<file path="src/rtl/gpio_eint_pkg.sv">
package gpio_eint_pkg;
  localparam int ADDR_W = 5;

  localparam logic [3:0] FN_IN   = 4'h0;
  localparam logic [3:0] FN_OUT  = 4'h1;
  localparam logic [3:0] FN_EINT = 4'hF;

  localparam logic [2:0] TRG_LOW  = 3'd0;
  localparam logic [2:0] TRG_HIGH = 3'd1;
  localparam logic [2:0] TRG_FALL = 3'd2;
  localparam logic [2:0] TRG_RISE = 3'd3;
  localparam logic [2:0] TRG_BOTH = 3'd4;

  localparam logic [ADDR_W-1:0] OFS_FUNC = 5'h00;
  localparam logic [ADDR_W-1:0] OFS_DATA = 5'h04;
  localparam logic [ADDR_W-1:0] OFS_TRIG = 5'h08;
  localparam logic [ADDR_W-1:0] OFS_MASK = 5'h0C;
  localparam logic [ADDR_W-1:0] OFS_PEND = 5'h10;

  function automatic logic event_hit(logic [2:0] code, logic cur, logic prv);
    logic hit;
    case (code)
      TRG_LOW:  hit = !cur;
      TRG_HIGH: hit = cur;
      TRG_FALL: hit = prv && !cur;
      TRG_RISE: hit = !prv && cur;
      TRG_BOTH: hit = prv ^ cur;
      default:  hit = 1'b0;
    endcase
    return hit;
  endfunction
endpackage

</file>
<file path="src/rtl/gpio_eint_sync.sv">
module gpio_eint_sync #(
  parameter int NUM_PINS = 6,
  parameter int STAGES   = 2
) (
  input  logic                clk_i,
  input  logic                rst_ni,
  input  logic [NUM_PINS-1:0] pin_i,
  output logic [NUM_PINS-1:0] lvl_o,
  output logic [NUM_PINS-1:0] prev_o
);
  logic [STAGES-1:0][NUM_PINS-1:0] stg_q;
  logic [NUM_PINS-1:0]             prev_q;

  always_ff @(posedge clk_i or negedge rst_ni) begin
    if (!rst_ni) begin
      stg_q  <= '0;
      prev_q <= '0;
    end else begin
      stg_q[0] <= pin_i;
      for (int k = 1; k < STAGES; k++) stg_q[k] <= stg_q[k-1];
      prev_q <= stg_q[STAGES-1];
    end
  end

  assign lvl_o  = stg_q[STAGES-1];
  assign prev_o = prev_q;
endmodule

</file>
<file path="src/rtl/gpio_eint_regs.sv">
module gpio_eint_regs
  import gpio_eint_pkg::*;
#(
  parameter int NUM_PINS = 6,
  localparam int FW = 4 * NUM_PINS,
  localparam int TW = 3 * NUM_PINS
) (
  input  logic                clk_i,
  input  logic                rst_ni,
  input  logic                sel_i,
  input  logic                wr_i,
  input  logic [ADDR_W-1:0]   addr_i,
  input  logic [31:0]         wdata_i,
  output logic [31:0]         rdata_o,
  input  logic [NUM_PINS-1:0] lvl_i,
  input  logic [NUM_PINS-1:0] pend_i,
  output logic [FW-1:0]       func_o,
  output logic [NUM_PINS-1:0] data_o,
  output logic [TW-1:0]       trig_o,
  output logic [NUM_PINS-1:0] mask_o,
  output logic [NUM_PINS-1:0] pend_clr_o
);
  logic [FW-1:0]       func_q;
  logic [NUM_PINS-1:0] data_q;
  logic [TW-1:0]       trig_q;
  logic [NUM_PINS-1:0] mask_q;
  logic                wr_en;
  logic                unused_wdata;

  assign wr_en        = sel_i && wr_i;
  assign unused_wdata = ^wdata_i;

  always_ff @(posedge clk_i or negedge rst_ni) begin
    if (!rst_ni) begin
      func_q <= '0;
      data_q <= '0;
      trig_q <= '0;
      mask_q <= '1;
    end else if (wr_en) begin
      case (addr_i)
        OFS_FUNC: func_q <= wdata_i[FW-1:0];
        OFS_DATA: data_q <= wdata_i[NUM_PINS-1:0];
        OFS_TRIG: for (int i = 0; i < NUM_PINS; i++) trig_q[3*i +: 3] <= wdata_i[4*i +: 3];
        OFS_MASK: mask_q <= wdata_i[NUM_PINS-1:0];
        default: ;
      endcase
    end
  end

  assign pend_clr_o = (wr_en && addr_i == OFS_PEND) ? wdata_i[NUM_PINS-1:0] : '0;

  always_comb begin
    rdata_o = '0;
    if (sel_i) begin
      case (addr_i)
        OFS_FUNC: rdata_o[FW-1:0] = func_q;
        OFS_DATA: rdata_o[NUM_PINS-1:0] = lvl_i;
        OFS_TRIG: for (int i = 0; i < NUM_PINS; i++) rdata_o[4*i +: 3] = trig_q[3*i +: 3];
        OFS_MASK: rdata_o[NUM_PINS-1:0] = mask_q;
        OFS_PEND: rdata_o[NUM_PINS-1:0] = pend_i;
        default: ;
      endcase
    end
  end

  assign func_o = func_q;
  assign data_o = data_q;
  assign trig_o = trig_q;
  assign mask_o = mask_q;
endmodule

</file>
<file path="src/rtl/gpio_eint_detect.sv">
module gpio_eint_detect
  import gpio_eint_pkg::*;
#(
  parameter int NUM_PINS = 6,
  localparam int FW = 4 * NUM_PINS,
  localparam int TW = 3 * NUM_PINS
) (
  input  logic                clk_i,
  input  logic                rst_ni,
  input  logic [FW-1:0]       func_i,
  input  logic [TW-1:0]       trig_i,
  input  logic [NUM_PINS-1:0] lvl_i,
  input  logic [NUM_PINS-1:0] prev_i,
  input  logic [NUM_PINS-1:0] clr_i,
  output logic [NUM_PINS-1:0] pend_o
);
  for (genvar i = 0; i < NUM_PINS; i++) begin : g_pin
    logic hit;
    logic pend_q;

    assign hit = (func_i[4*i +: 4] == FN_EINT) &&
                 event_hit(trig_i[3*i +: 3], lvl_i[i], prev_i[i]);

    // a new event outranks a simultaneous clear
    always_ff @(posedge clk_i or negedge rst_ni) begin
      if (!rst_ni) pend_q <= 1'b0;
      else         pend_q <= (pend_q && !clr_i[i]) || hit;
    end

    assign pend_o[i] = pend_q;
  end
endmodule

</file>
<file path="src/rtl/gpio_eint_bank.sv">
module gpio_eint_bank
  import gpio_eint_pkg::*;
#(
  parameter int NUM_PINS = 6
) (
  input  logic                clk_i,
  input  logic                rst_ni,
  input  logic                sel_i,
  input  logic                wr_i,
  input  logic [4:0]          addr_i,
  input  logic [31:0]         wdata_i,
  output logic [31:0]         rdata_o,
  input  logic [NUM_PINS-1:0] pin_i,
  output logic [NUM_PINS-1:0] pin_o,
  output logic [NUM_PINS-1:0] pin_oe_o,
  output logic                irq_o
);
  localparam int FW = 4 * NUM_PINS;
  localparam int TW = 3 * NUM_PINS;

  logic [FW-1:0]       func_q;
  logic [TW-1:0]       trig_q;
  logic [NUM_PINS-1:0] data_q;
  logic [NUM_PINS-1:0] mask_q;
  logic [NUM_PINS-1:0] pend_q;
  logic [NUM_PINS-1:0] pend_clr;
  logic [NUM_PINS-1:0] lvl_q;
  logic [NUM_PINS-1:0] prev_q;

  gpio_eint_sync #(.NUM_PINS(NUM_PINS), .STAGES(2)) u_sync (
    .clk_i  (clk_i),
    .rst_ni (rst_ni),
    .pin_i  (pin_i),
    .lvl_o  (lvl_q),
    .prev_o (prev_q)
  );

  gpio_eint_regs #(.NUM_PINS(NUM_PINS)) u_regs (
    .clk_i      (clk_i),
    .rst_ni     (rst_ni),
    .sel_i      (sel_i),
    .wr_i       (wr_i),
    .addr_i     (addr_i),
    .wdata_i    (wdata_i),
    .rdata_o    (rdata_o),
    .lvl_i      (lvl_q),
    .pend_i     (pend_q),
    .func_o     (func_q),
    .data_o     (data_q),
    .trig_o     (trig_q),
    .mask_o     (mask_q),
    .pend_clr_o (pend_clr)
  );

  gpio_eint_detect #(.NUM_PINS(NUM_PINS)) u_detect (
    .clk_i  (clk_i),
    .rst_ni (rst_ni),
    .func_i (func_q),
    .trig_i (trig_q),
    .lvl_i  (lvl_q),
    .prev_i (prev_q),
    .clr_i  (pend_clr),
    .pend_o (pend_q)
  );

  for (genvar i = 0; i < NUM_PINS; i++) begin : g_oe
    assign pin_oe_o[i] = (func_q[4*i +: 4] == FN_OUT);
  end

  assign pin_o = data_q;
  assign irq_o = |(pend_q & ~mask_q);
endmodule

</file>
<file path="config.mk">
export PLATFORM = sky130hd
export DESIGN_NAME = gpio_eint_bank
export DESIGN_NICKNAME = d
export VERILOG_FILES = /design/src/rtl/gpio_eint_pkg.sv /design/src/rtl/gpio_eint_sync.sv /design/src/rtl/gpio_eint_regs.sv /design/src/rtl/gpio_eint_detect.sv /design/src/rtl/gpio_eint_bank.sv
export SDC_FILE = /design/constraint.sdc
export NUM_CORES = 1
export LEC_CHECK = 0
export BUFFER_PORTS_ARGS = -buffer_cell sky130_fd_sc_hd__buf_2
export CORE_UTILIZATION = 50
export DETAILED_ROUTE_END_ITERATION = 6
export GPL_ROUTABILITY_DRIVEN = 0
export PLACE_DENSITY = 0.8
export REMOVE_ABC_BUFFERS = 1
export SKIP_LAST_GASP = 1
export SLEW_MARGIN = 15
export SYNTH_ARGS = -nofsm -noshare
export SYNTH_HDL_FRONTEND = slang
export SYNTH_SLANG_ARGS = --single-unit
</file>
<file path="constraint.sdc">
create_clock -name clk_i -period 5.6 [get_ports clk_i]
set_input_delay 1.12 -clock clk_i [delete_from_list [all_inputs] [get_ports clk_i]]
set_output_delay 1.12 -clock clk_i [all_outputs]
set_load 0.02 [all_outputs]
</file>
==> impl_metrics.ini, run 1 <==
[cts]
cts_tree = done
clkTransAtPathRegs_ns = 0.07
clock_latency_ns = 0.35
cts_buffers = 9
cts_resized = 0
cts.path.max_buffers = 2
post_cts_buffers = 0
cts_htree_levels = 3
clock-sinks = 78
cts_root_buf = clkbuf_8
ctsHoldBuffers = 0

[timing]
fin_hold_ws_ns = 0.3522
final-setup-viol-count = 0
max_freq_mhz = 241.5
post-route-min-period_ns = 4.140
fin_setup_tns_ns = 0
rsz0062_at_grt = no
hold_viol_final = 0
worst_slew_pin_slew_ns = 1.082
finalMaxSlewViolations = 0
worst_clock_skew_ns = 0.005107
finalCritPeriodShare_pct = 73.93
slew_headroom_pct = 27.55

[placement]
placed_cells = 478
portBuffers = 75
hpwlAfterDp_mm = 5.778

[yosys]
ys_seq_area_share_pct = 49.73
synth.distinct_cells = 37
yosys.area.top_type_share_pct = 45.73
avgSynthCellArea_um2 = 12.67
synthTopCellsByArea = dfrtp_1 46%, mux2_2 9.7%, mux2_4 7.6%
synth_edf_count = 0
yosys.area.top_type = dfrtp_1
yosysMostFrequentCell = dfrtp_1
ys_warn_count = 0
async_flop_share_pct = 100.0
synth_ff_type = dfrtp_1
syn_area_um2 = 3940
ys_ff_latch = 78
synth_common_cells = 72 x dfrtp_1, 34 x mux2_2, 20 x mux2_4
synthCells = 311

[critical_path]
r2r_setup_slack_ns = 4.09
path_buf_inv = 2
worstPathRequired_ns = 4.48
crit_path_top_delay_cell = nor4b_4
crit_cells = 5
worstReg2RegStart = u_sync.lvl_o[5]
critPathCaptureType = output port
worst_setup_path_start_kind = input port
crit_chain = buf_2 > or3b_4 > nor4b_4 > a22o_1 > buf_2
crit_top_cell = buf_2
crit_fanout = 14
arrival_ns = 3.02
reg2regPathDepth = 6
regToRegEndpoint = u_detect.g_pin[5].pend_q
crit_type = in -> out
critPathMaxStageDelay_ns = 0.90
crit_family = simple AND/OR/NAND/NOR gates

[die]
die_w_um = 90.77
die_y_um = 90.77
dieArea_um2 = 8239
coreArea_um2 = 7687
rows = 32
initial_utilization_pct = 51.25
io_pins = 92

[power]
powerDensity_nw_per_um2 = 288.2
ir_drop_v = 0.0001565
leakagePower_uw = 0.002318

[final_layout]
seqCellArea_um2 = 1959
drive_gt1_share_pct = 40.05
synthToLayoutAreaGrowth_pct = 15.94
fill_cells = 669
multi_input_area_um2 = 1819
instances_no_fill = 494
nNetsFinal = 446
diodes = 0

[route]
drc_errors = 0
vias_per_cell = 5.565
dr.pass1.iters = 6
num_vias = 2749
wl_mm = 8.550
drtAntennaViolNets = 0
drt_iter0_markers = 130
wire_per_inst_um = 17.31

[hold_path]
hold_start = u_sync.stg_q[2]
holdPathEnd = u_sync.lvl_o[2]
hold_class = reg -> reg
hold_depth = 0

[run]
max_cap_viol_count = 0

[global_routing]
grt_pass1_vias = 2792
antenna_found_initial = 0
overflow = 0
grt_usage_pct = 22.40
grt_pass1_wl_mm = 14.26
grt_max_degree = 79

[outcome]
status = complete, no violations
through the flow:
step / util (%) / power [uW] / setup WS, ns / area, um^2
6_report: 59.42 / 1316 / 1.460 / 4568
5_1_grt: 59.42 / 1380 / 1.418 / 4568
4_1_cts: 59.42 / 1328 / 1.461 / 4568
3_5_place_dp: 56.71 / 893.6 / 1.466 / 4359
3_3_place_gp: 56.71 / 880.6 / 1.503 / 4359
2_1_floorplan: - / 810.3 / 2.033 / 3846
area by class of cell:
class,instances,area share [%]
clock buffer,11,3.314
sequential,78,42.89
clock inverter,5,1.260
timing repair buffer,76,8.436
inverter,18,1.479
multi-input combinational,204,39.82
tap,102,2.794
logic make-up (layout without fill, tap and decap cells):
kind of cell	after synthesis	after routing	synth area share (%)
flip-flops	78	78	49.73
AND/OR/NAND/NOR	55	55	9.146
adder cells (fa/ha/maj)	12	12	3.811
AO/OA/AOI/OAI	51	51	9.146
buffers and inverters	36	110	4.763
multiplexers	73	73	22.20
XOR/XNOR	5	5	1.111
other	1	8	0.09518
power breakdown:
part           switching (uW)  leakage (uW)  total [uW]  internal, uW
Sequential               63.1      0.000990         690           627
Clock                     202     0.0000976         432           229
Combinational            93.9       0.00123         194           101
Total                     359       0.00232        1320           957
sequential cells by signal, indices dropped and copies added (netlist names):
name and count:
u_regs.trig_o 18, u_sync.lvl_o 6, u_sync.stg_q 6, u_regs.mask_o 6
u_regs.func_o 24, u_sync.prev_o 6, u_detect.g_pin.pend_q 6, u_regs.data_o 6
layer usage:
| layer | wire, um | track usage [%] |
|---|---|---|
| met2 | 4258 | 36.17 |
| met1 | 3689 | 29.95 |
| met3 | 519 | 5.219 |
| met4 | 82 | 7.143 |
| met5 | 0 | 0 |
placed cells by master, fill, tap and decap left out, types with 6 or more instances in the layout:
| cell type | netlist | routed |
|---|---|---|
| nor4b_1 | 6 | 6 |
| a22o_1 | 13 | 13 |
| conb_1 | 1 | 8 |
| buf_2 | 0 | 74 |
| mux2_2 | 34 | 34 |
| ha_1 | 12 | 12 |
| mux2_4 | 20 | 20 |
| dfrtp_1 | 72 | 72 |
| nand3_1 | 6 | 6 |
| o21ai_0 | 13 | 13 |
| nand2_1 | 11 | 11 |
| clkbuf_8 | 0 | 11 |
| dfstp_2 | 6 | 6 |
| nor2_1 | 11 | 11 |
| mux2i_1 | 18 | 18 |
| inv_1 | 18 | 18 |
| a21oi_1 | 11 | 11 |
how the worst max path moves through the flow:
stage / start / to
after floorplan: addr_i[1] / rdata_o[10]
after global placement: addr_i[1] / rdata_o[6]
after detailed placement: sel_i / rdata_o[6]
after CTS: sel_i / rdata_o[20]
after global routing: addr_i[1] / rdata_o[20]
final: sel_i / rdata_o[20]
No activity file was read; power rests on OpenSTA's default activity.
==> inputs of run 2 (changes only) <==
CORE_UTILIZATION = 49   (was 50)
PLACE_DENSITY = 0.82   (was 0.8)
clock period = 3.7 ns   (was 5.6 ns; I/O delays follow)
==> run 2 against run 1 <==
Against the previous run: worst hold slack is essentially flat; register-to-register slack got worse by 1.9 ns; total power up 57%; largest power group unchanged; non-clock buffer count increased by 1; critical path depth up 1; clock skew increased by 0.0028 ns; global-route usage is 1.5 points lower.
==> impl_metrics.ini, run 2 (synthesis results as in run 1) <==
[outcome]
status = complete, no violations

[final_layout]
nNetsFinal = 447
seqCellArea_um2 = 1959
final_common_cell = buf_2
diodes = 0
fill_cells = 657
synthToLayoutAreaGrowth_pct = 16.64
drive_gt1_share_pct = 40.20
multi_input_area_um2 = 1819
final_cell_mix = 74 x buf_2, 72 x dfrtp_1, 34 x mux2_2, 20 x mux2_4
largest_register_ffs = 24

[timing]
fin_ws_ns = 0.5621
hold_viol_final = 0
rsz0062_at_grt = no
fin_setup_tns_ns = 0
finalMaxSlewViolations = 0
finalCritPeriodShare_pct = 84.81
slew_headroom_pct = 34.08
post-route-min-period_ns = 3.138
worst_clock_skew_ns = 0.007885
max_freq_mhz = 318.7
fin_hold_ws_ns = 0.3519
final-setup-viol-count = 0
worst_slew_pin_slew_ns = 0.9887

[global_routing]
grt_pass1_vias = 2701
grt_max_degree = 79
overflow = 0
grt_pass1_wl_mm = 13.49
grt_usage_pct = 20.90
antenna_found_initial = 0

[critical_path]
worstPathRequired_ns = 2.96
crit_fanout = 8
worst_setup_path_start_kind = input port
crit_type = in -> out
arrival_ns = 2.40
reg2regPathDepth = 6
critPathCaptureType = output port

[placement]
portBuffers = 75
hpwlAfterDp_mm = 5.615
place_ws_ns = 0.5540

[die]
io_pins = 92
initial_utilization_pct = 50.72
coreArea_um2 = 7767
die_y_um = 91.67
rows = 32
die_w_um = 91.67
dieArea_um2 = 8403

[route]
drtAntennaViolNets = 0
drt_iter0_markers = 181
wl_mm = 8.398
num_vias = 2734
dr.pass1.iters = 4
drc_errors = 0
wire_per_inst_um = 16.97
vias_per_cell = 5.523

[cts]
clkTransAtPathRegs_ns = 0.09
cts_tree = done
post_cts_buffers = 0
ctsHoldBuffers = 0
cts_buffers = 9
cts_root_buf = clkbuf_8
cts.path.max_buffers = 2
clock-sinks = 78
cts_htree_levels = 3
clock_latency_ns = 0.35
cts_resized = 0

[power]
p_comb_share_pct = 14.1
powerDensity_nw_per_um2 = 448.4
p_sw_share_pct = 26.99
power_switching_uw = 556.1
p_int_uw = 1505
leakagePower_uw = 0.002343
clockPowerShare_pct = 35.3
p_seq_share_pct = 50.6
ir_drop_v = 0.0002551

[run]
max_cap_viol_count = 0

[hold_path]
hold_depth = 0
hold_class = reg -> reg
run 2: final timing paths:
| path | from | to | slack [ns] |
|---|---|---|---|
| worst max-delay path | sel_i | rdata_o[21] | 0.56 |
| worst min-delay path | u_sync.stg_q[3] | u_sync.lvl_o[3] | 0.35 |
| worst max register to register | u_sync.lvl_o[5] | u_detect.g_pin[5].pend_q | 2.20 |
| worst min register to register | u_sync.stg_q[3] | u_sync.lvl_o[3] | 0.35 |
| max in group asynchronous | rst_ni | u_regs.data_o[0] | 2.51 |
| min in group asynchronous | rst_ni | u_regs.data_o[3] | 0.51 |
run 2: stage by stage:
step	utilization [%]	instance area, um^2	power, uW	std cells
after global routing	59.17	4596	2163	495
after global placement	56.22	4367	1330	479
after floorplan	-	3846	1226	300
final	59.17	4596	2061	495
after CTS	59.17	4596	2075	495
after detailed placement	56.22	4367	1350	479
run 2: final cells by class:
| class | instances | area share (%) |
|---|---|---|
| Clock buffer | 10 | 2.995 |
| Clock inverter | 6 | 1.987 |
| Inverter | 18 | 1.470 |
| Multi-Input combinational cell | 204 | 39.59 |
| Sequential cell | 78 | 42.64 |
| Tap cell | 102 | 2.777 |
| Timing Repair Buffer | 77 | 8.549 |
run 2: metal layers:
metal / track usage, % / vias up / part of all wire (%)
li1: - / 1259 / -
met4: 7.672 / 0 / 1.5
met3: 4.478 / 15 / 5.7
met1: 28.37 / 1361 / 45
met2: 33.08 / 99 / 48
met5: 0 / - / 0
run 2: power groups by stage:
stage	Combinational, uW	Clock [uW]	Sequential [uW]
6_report	291	727	1040
5_1_grt	320	787	1060
4_1_cts	294	741	1040
3_5_place_dp	292	0	1060
3_3_place_gp	281	0	1050
2_1_floorplan	187	0	1040
run 2: critical path, cell delays in order:
cell and delay (ns):
buf_2 0.12, or3b_4 0.43, nor4b_4 0.48, buf_4 0.29, a22o_1 0.17, buf_2 0.16
